### src/rtl/cs_pkg.sv
package cs_pkg;

    typedef enum logic [2:0] {
        SEL_DIV1   = 3'b000,
        SEL_DIV2   = 3'b001,
        SEL_DIV4   = 3'b010,
        SEL_DIV8   = 3'b011,
        SEL_DIV32  = 3'b100,
        SEL_EXTPIN = 3'b101,
        SEL_HSOSC  = 3'b110,
        SEL_RSVD   = 3'b111
    } src_sel_e;

    typedef enum logic [1:0] {
        EDGE_RISE = 2'b00,
        EDGE_FALL = 2'b01,
        EDGE_BOTH = 2'b10,
        EDGE_RSVD = 2'b11
    } edge_sel_e;

    typedef enum logic [1:0] {
        ST_FILL = 2'b00,
        ST_LOW  = 2'b01,
        ST_HIGH = 2'b10
    } edge_st_e;

endpackage

### src/rtl/cs_prescaler.sv
module cs_prescaler #(
    parameter int PRE_W = 5
) (
    input  logic           clk_i,
    input  logic           rst_ni,
    output logic [PRE_W:0] tick_o
);

    logic [PRE_W-1:0] cnt_q;

    always_ff @(posedge clk_i or negedge rst_ni) begin
        if (!rst_ni) cnt_q <= '0;
        else         cnt_q <= cnt_q + 1'b1;
    end

    // Tap k: divide by 2**k, high when the low k bits are all ones.
    assign tick_o[0] = 1'b1;
    for (genvar k = 1; k <= PRE_W; k++) begin : g_tap
        assign tick_o[k] = &cnt_q[k-1:0];
    end

    p_cnt_wrap_r1: assert property (@(posedge clk_i) disable iff (!rst_ni)
        (cnt_q == {PRE_W{1'b1}}) |=> (cnt_q == '0));

endmodule

### src/rtl/cs_ext_edge.sv
module cs_ext_edge
    import cs_pkg::*;
#(
    parameter int SYNC_STAGES = 2
) (
    input  logic clk_i,
    input  logic rst_ni,
    input  logic pin_i,
    output logic rise_o,
    output logic fall_o
);

    localparam int FILL_W = $clog2(SYNC_STAGES + 1);
    localparam logic [FILL_W-1:0] FILL_LAST = FILL_W'(SYNC_STAGES);

    logic [SYNC_STAGES-1:0] sync_q;
    logic                   lvl;
    logic [FILL_W-1:0]      fill_q;
    edge_st_e               st_q, st_d;

    always_ff @(posedge clk_i or negedge rst_ni) begin
        if (!rst_ni) sync_q <= '0;
        else         sync_q <= {sync_q[SYNC_STAGES-2:0], pin_i};
    end

    assign lvl = sync_q[SYNC_STAGES-1];

    always_ff @(posedge clk_i or negedge rst_ni) begin
        if (!rst_ni)                                  fill_q <= '0;
        else if (st_q == ST_FILL && fill_q != FILL_LAST) fill_q <= fill_q + 1'b1;
    end

    // State register
    always_ff @(posedge clk_i or negedge rst_ni) begin
        if (!rst_ni) st_q <= ST_FILL;
        else         st_q <= st_d;
    end

    // Next state
    always_comb begin
        st_d = st_q;
        unique case (st_q)
            ST_FILL: if (fill_q == FILL_LAST) st_d = lvl ? ST_HIGH : ST_LOW;
            ST_LOW:  if (lvl)  st_d = ST_HIGH;
            ST_HIGH: if (!lvl) st_d = ST_LOW;
            default: st_d = ST_FILL;
        endcase
    end

    // Outputs
    always_comb begin
        rise_o = 1'b0;
        fall_o = 1'b0;
        unique case (st_q)
            ST_FILL: ;
            ST_LOW:  rise_o = lvl;
            ST_HIGH: fall_o = !lvl;
            default: ;
        endcase
    end

    p_rise_edge_r3: assert property (@(posedge clk_i) disable iff (!rst_ni)
        rise_o |-> (lvl && !$past(lvl)));
    p_fall_edge_r3: assert property (@(posedge clk_i) disable iff (!rst_ni)
        fall_o |-> (!lvl && $past(lvl)));

endmodule

### src/rtl/cnt_src_sel.sv
module cnt_src_sel
    import cs_pkg::*;
#(
    parameter int DIV_MAX_LOG = 5,
    parameter int SYNC_STAGES = 2
) (
    input  logic       clk_i,
    input  logic       rst_ni,
    input  logic [2:0] src_sel_i,
    input  logic       ext_en_i,
    input  logic [1:0] edge_sel_i,
    input  logic       pwm3_mode_i,
    input  logic       ext_pin_i,
    input  logic       osc_en_i,
    input  logic       osc_tick_i,
    output logic       count_tick_o,
    output logic       cfg_err_o
);

    localparam int PRE_W = DIV_MAX_LOG;

    logic [PRE_W:0] pre_tick;
    logic           ext_rise, ext_fall, ext_strobe;
    logic           pick;
    logic           err;
    logic           tick_q;
    src_sel_e       sel;
    edge_sel_e      edg;

    cs_prescaler #(.PRE_W(PRE_W)) u_pre (
        .clk_i (clk_i),
        .rst_ni(rst_ni),
        .tick_o(pre_tick)
    );

    cs_ext_edge #(.SYNC_STAGES(SYNC_STAGES)) u_edge (
        .clk_i (clk_i),
        .rst_ni(rst_ni),
        .pin_i (ext_pin_i),
        .rise_o(ext_rise),
        .fall_o(ext_fall)
    );

    assign sel = src_sel_e'(src_sel_i);
    assign edg = edge_sel_e'(edge_sel_i);

    always_comb begin
        unique case (edg)
            EDGE_RISE: ext_strobe = ext_rise;
            EDGE_FALL: ext_strobe = ext_fall;
            EDGE_BOTH: ext_strobe = ext_rise | ext_fall;
            EDGE_RSVD: ext_strobe = ext_rise;
            default:   ext_strobe = 1'b0;
        endcase
    end

    always_comb begin
        pick = 1'b0;
        err  = 1'b0;
        unique case (sel)
            SEL_DIV1:   pick = pre_tick[0];
            SEL_DIV2:   pick = pre_tick[1];
            SEL_DIV4:   pick = pre_tick[2];
            SEL_DIV8:   pick = pre_tick[3];
            SEL_DIV32:  pick = pre_tick[PRE_W];
            SEL_EXTPIN: begin
                if (!ext_en_i || pwm3_mode_i) err  = 1'b1;
                else                          pick = ext_strobe;
            end
            SEL_HSOSC:  pick = osc_en_i & osc_tick_i;
            SEL_RSVD:   err  = 1'b1;
            default:    err  = 1'b1;
        endcase
    end

    always_ff @(posedge clk_i or negedge rst_ni) begin
        if (!rst_ni) tick_q <= 1'b0;
        else         tick_q <= pick;
    end

    assign count_tick_o = tick_q;
    assign cfg_err_o    = err;

    p_err_blocks_tick_r6: assert property (@(posedge clk_i) disable iff (!rst_ni)
        $past(cfg_err_o) |-> !count_tick_o);
    p_osc_off_quiet_r7: assert property (@(posedge clk_i) disable iff (!rst_ni)
        $past(src_sel_i == 3'b110 && !osc_en_i) |-> !count_tick_o);

endmodule

### config.mk
export PLATFORM = sky130hd
export DESIGN_NAME = cnt_src_sel
export DESIGN_NICKNAME = d
export VERILOG_FILES = /design/src/rtl/cs_pkg.sv /design/src/rtl/cs_prescaler.sv /design/src/rtl/cs_ext_edge.sv /design/src/rtl/cnt_src_sel.sv
export SDC_FILE = /design/constraint.sdc
export NUM_CORES = 1
export LEC_CHECK = 0
export ABC_AREA = 1
export CORE_AREA = 2 2 39 41
export DETAILED_ROUTE_END_ITERATION = 7
export DIE_AREA = 0 0 41 43
export PLACE_DENSITY_LB_ADDON = 0.15
export SETUP_SLACK_MARGIN = 0.02
export SLEW_MARGIN = 20
export SYNTH_ARGS = -nofsm -noshare
export SYNTH_HDL_FRONTEND = slang
export SYNTH_SLANG_ARGS = --single-unit
### constraint.sdc
create_clock -name clk_i -period 2.15 [get_ports clk_i]
set_clock_uncertainty 0.15 [all_clocks]
set_input_delay 0.43 -clock clk_i [delete_from_list [all_inputs] [get_ports clk_i]]
set_output_delay 0.43 -clock clk_i [all_outputs]
set_load 0.005 [all_outputs]
# ---- Yosys cells after proc, flatten, opt, wreduce, memory -nomap -nowiden
# Cells that the tools add are included.
dict set report totals {
  word_cells 50
  regBits 12
  out_inout_bits 2
}
dict set report classes {
  n_reduce_logical 12
  eq_ne 17
  n_mux 12
  n_addsub 2
  n_bitwise 2
}
# operator n
set ops {}
lappend ops {{$eq 3x3->1 const B} 4}
lappend ops {{$eq 2x2->1 const B} 4}
lappend ops {{$mux 2} 4}
lappend ops {{$pmux 1 s7} 1}
lappend ops {{$eq 3x2->1 const B} 2}
lappend ops {{$ne 2x2->1 const B} 3}
lappend ops {{$pmux 2 s3} 1}
lappend ops {{$reduce_and 3->1} 2}
lappend ops {{$add 5x1->5 const B} 1}
lappend ops {{$reduce_and 5->1} 1}
lappend ops {{$eq 2x1->1 const B} 2}
lappend ops {{$logic_not 2->1} 2}
lappend ops {{$mux 1} 4}
lappend ops {{$eq 3x1->1 const B} 1}
lappend ops {{$logic_not 3->1} 1}
lappend ops {{$pmux 1 s3} 1}
lappend ops {{$add 2x1->2 const B} 1}
lappend ops {{$logic_not 1->1} 2}
lappend ops {{$ne 2x1->1 const B} 1}
lappend ops {{$pmux 1 s2} 1}
lappend ops {{$reduce_and 2->1} 1}
lappend ops {{$reduce_or 2->1} 1}
lappend ops {{$and 1x1->1} 1}
lappend ops {{$logic_and 1x1->1} 1}
lappend ops {{2 further kinds} 2}

# ---- Depth between registers and ports, before layout
dict set report depth {
  word_depth 6
  mapped_depth 8
}

# ---- Cells and area by module
# Synthesis repeated with hierarchy kept, for this count alone.
dict set report hier_totals {
  hier_cells 84
  hier_area_um2 676.9
}
# mod cells_each seq_area_each_um2 n_inst area_per_inst_um2
set by_module_without_submodules {}
lappend by_module_without_submodules {cs_ext_edge 28 150.1 1 252.7}
lappend by_module_without_submodules {cs_prescaler 18 125.1 1 214.0}
lappend by_module_without_submodules {cnt_src_sel 38 25.0 1 210.2}

# ---- Worst setup path after synthesis
# OpenSTA, ideal clock, no wires.
dict set report synth_path {
  path_type {register to register}
  startpoint {register u_pre.cnt_q[0]}
  endpoint {register tick_q, in the netlist count_tick_o}
  path_slack_ps 785
  path_buffers 0
  required_ps 1876
  arrival_time_ps 1091
  stages_incl_launch_ff 9
  period_less_slack_ps 1365
  cell_sequence {dfrtp_1 ha_1 nand2_1 nor2_1 ha_1 nand3_1 nand2_1 nand2_1 nand3_1}
}
dict set report synth_via {
  elab_chain_cells 2
}
# element line
set synth_rtl {}
lappend synth_rtl {{start: declaration} cs_prescaler.sv:9} ;# logic [PRE_W-1:0] cnt_q;
lappend synth_rtl {{start signal: assignment} cs_prescaler.sv:13} ;# else cnt_q <= cnt_q + 1'b1;
lappend synth_rtl {{$reduce_and 5->1 (tied with other cells)} cs_prescaler.sv:19} ;# assign tick_o[k] = &cnt_q[k-1:0];
lappend synth_rtl {{$pmux 1 s7 (*)} cnt_src_sel.sv:60} ;# unique case (sel)
lappend synth_rtl {{net pick} cnt_src_sel.sv:24} ;# logic pick;
lappend synth_rtl {{end signal: assignment} cnt_src_sel.sv:78} ;# else tick_q <= pick;
lappend synth_rtl {{end: declaration} cnt_src_sel.sv:26} ;# logic tick_q;
# Mark *: on every way through the listed nets, which the timed path passes. The rest lies on a longest branch.
# A chain may end at the register's enable or synchronous reset.

# ---- Worst setup path in the final report
dict set report layout_path {
  startpoint {input port src_sel_i[1]}
  endpoint {output port cfg_err_o}
}
dict set report layout_via {
  elab_chain_cells 2
}
# element line
set layout_rtl {}
lappend layout_rtl {{start: declaration} cnt_src_sel.sv:9} ;# input logic [2:0] src_sel_i,
lappend layout_rtl {{$eq 3x3->1} cnt_src_sel.sv:60}
lappend layout_rtl {{$pmux 1 s2 (*)} cnt_src_sel.sv:60}
lappend layout_rtl {{end: declaration} cnt_src_sel.sv:17} ;# output logic cfg_err_o
# Every way passes the cells marked *; elsewhere a longest branch is shown, timed or not.

==> results.yml <==
outcome:
  status: "finished, final reports clean"
setup_path:
  path_delay_family: "buffers and inverters"
  worstRegToRegCells: 8
  crit_path_end_kind: "output pin"
  critPathRequiredTime_ns: 1.57
  r2r_slack_ns: 0.71
  r2r_end: "count_tick_o$_DFF_PN0_"
  arrival_ns: 1.42
  crit_chain: "clkdlybuf4s50_1, inv_1, a211oi_1, dlygate4sd2_1"
  start_kind: "input port"
  worstPathMaxFanout: 2
  critPathMaxStageDelay_ns: 0.48
  setup.worst_path.class: "input port to output pin"
  cp.buffers_inverters: 3
  crit_slowest_cell: "clkdlybuf4s50_1"
  r2r_start: "u_pre.cnt_q[0]$_DFF_PN0_"
grt:
  grt_pass1_wl_um: 1640
  grt_pass1_vias: 462
  grt_start_max_net_pins: 13
  gr-total-overflow: 0
  grt_antenna_before_repair: 0
  grtUsageTotal_pct: 13.7
cells_and_area:
  syn2layout_area_growth_pct: 36.0
  stdcell_area_um2: 817
  ff_latch_area_um2: 300
  nets: 108
  insertedDiodeCount: 0
  multiInputGateArea_um2: 244
  drive_gt1_share_pct: 11.4
  fill_cells: 128
die:
  start_util_pct: 43.4
  core_um2: 1380
  floorplan.rows: 14
  die-height_um: 43
  die_area_um2: 1760
  io_pins: 14
  fp.dieW_um: 41
yosys:
  syn_nets: 84
  yosys-top-cells-area: "dfrtp_1, ha_1, inv_1, nand3_1, nand2_1"
  ys_types: 12
  post-synth-top-area-cell: "dfrtp_1"
  synth_top_area_share_pct: 50.0
  synth_cells: 66
  yosys.cell_count.top_type: "inv_1"
  synthTopCellsByCount: "inv_1, dfrtp_1, nand3_1"
  ys.flop_type: "dfrtp_1"
  synthesis.area_um2: 601
  synth_edf_count: 0
  synth_seq_cells: 12
  synth-warning-count: 0
  ys_async_sr_fraction_pct: 100
  synth-seq-area-share_pct: 50.0
  avgSynthCellArea_um2: 9.10
placement:
  postPlaceCellArea_um2: 796
  dp_hpwl_um: 761
  pre_cts_ws_ns: -0.131
  port_buffers: 13
  gp_congestion: 0.635
detailed_routing:
  wirelength_um: 929
  ant_nets: 0
  post-route-drc-count: 0
  viasPerCell: 4.64
  wire_per_inst_um: 8.93
  first_pass_iters: 4
  via_count: 483
  drt_iter0_markers: 5
sta:
  drv_slew: 0
  rsz0062_at_grt: "false"
  hold_ws_ns: 0.204
  worst_pin_slew_ns: 0.518
  setup_viol: 0
  hold_violations: 0
  period_share_pct: 93.0
  finalCriticalPeriod_ns: 2.00
  setup_ws_ns: 0.151
  slew-limit-headroom_pct: 65.4
  fmax_mhz: 500
clock_network:
  cts.htree.levels: 1
  cts_inserted_buffers: 3
  cts_setup_buffers: 0
  cts_buffer_depth: 2
  cts_tree: "yes"
  cts.hold.buffers_added: 0
  cts.clk_slew.worst_paths_ns: 0.07
  cts_resized: 1
  clkLatencyLatePin_ns: 0.26
  ctsRootBufferMaster: "clkbuf_4"
  clock-sinks: 12
worst_hold_path:
  whs_endpoint: "u_edge.sync_q[1]$_DFF_PN0_"
  hold_depth: 0
  holdCritStartpoint: "u_edge.sync_q[0]$_DFF_PN0_"
  hold_class: "flip-flop to flip-flop"
pwr:
  ir_drop_v: 0.000312
  powerDensity_nw_per_um2: 516
  cellLeakagePower_nw: 0.427
job:
  drv_cap: 0
## stage by stage
stage / instances / setup TNS (ns) / power, mW / util (%)
final: 104 / 0 / 0.421 / 59.0
after floorplan: 66 / 0 / 0.259 / -
after detailed placement: 101 / -0.131 / 0.301 / 57.5
after global routing: 104 / 0 / 0.454 / 59.0
after global placement: 101 / -0.122 / 0.300 / 57.5
after CTS: 104 / 0 / 0.431 / 59.0
## where the power goes
group | switching, mW | internal (mW) | leakage, nW | total, mW
Combinational | 0.0232 | 0.0354 | 0.269 | 0.0586
Sequential | 0.00531 | 0.231 | 0.144 | 0.237
Clock | 0.0616 | 0.0645 | 0.0138 | 0.126
Total | 0.0901 | 0.331 | 0.427 | 0.421
## logic make-up after synthesis
| kind of cell | Yosys count | share of synthesized area, % |
|---|---|---|
| buffers and inverters | 15 | 9.37 |
| xor gates and xnor gates | 2 | 2.92 |
| and+or+nand+nor | 28 | 22.3 |
| AOI/OAI and AO/OA | 3 | 2.92 |
| DFF | 12 | 50.0 |
| adders and majority gates | 6 | 12.5 |
## placed cells by master, fill, tap and decap left out
master / instances
inv_1: 15
dfrtp_1: 12
clkdlybuf4s50_1: 12
nand3_1: 9
nand2_1: 8
nor2_1: 6
ha_1: 6
buf_4: 6
nor3_1: 4
clkbuf_4: 3
xor2_1: 2
o21ai_0: 1
a211oi_1: 1
nor3_4: 1
a21oi_1: 1
dlygate4sd2_1: 1
## cell type report
class | count | share of cell area, %
flip-flops and latches | 12 | 36.8
multi-input cells | 39 | 29.9
repair buffers | 19 | 21.3
inverters | 15 | 6.89
clock buffers | 3 | 2.76
well taps | 16 | 2.45
## worst max path at each step
stage	from	to	slack [ns]	depth (start not counted)
2_1_floorplan	u_pre.cnt_q[0]$_DFF_PN0_	count_tick_o$_DFF_PN0_	0.79	8
3_3_place_gp	src_sel_i[1]	cfg_err_o	-0.12	4
3_5_place_dp	src_sel_i[1]	cfg_err_o	-0.13	4
4_1_cts	src_sel_i[1]	cfg_err_o	0.14	4
5_1_grt	src_sel_i[1]	cfg_err_o	0.08	4
6_report	src_sel_i[1]	cfg_err_o	0.15	4
## state kept, by name, summed over array words and instances, names as in the netlist
register / flops
u_pre.cnt_q: 5
u_edge.fill_q: 2
u_edge.st_q: 2
u_edge.sync_q: 2
count_tick_o: 1
## layer usage
| metal | wire, µm | global-route usage, % | up-vias | part of all wire, % |
|---|---|---|---|---|
| li1 | - | - | 253 | - |
| met1 | 426 | 18.1 | 216 | 46 |
| met2 | 424 | 19.7 | 12 | 46 |
| met3 | 67 | 3.14 | 2 | 7.2 |
| met4 | 10 | 8.00 | 0 | 1.1 |
| met5 | 0 | 0 | - | 0 |
No activity file was read; power rests on OpenSTA's default activity.
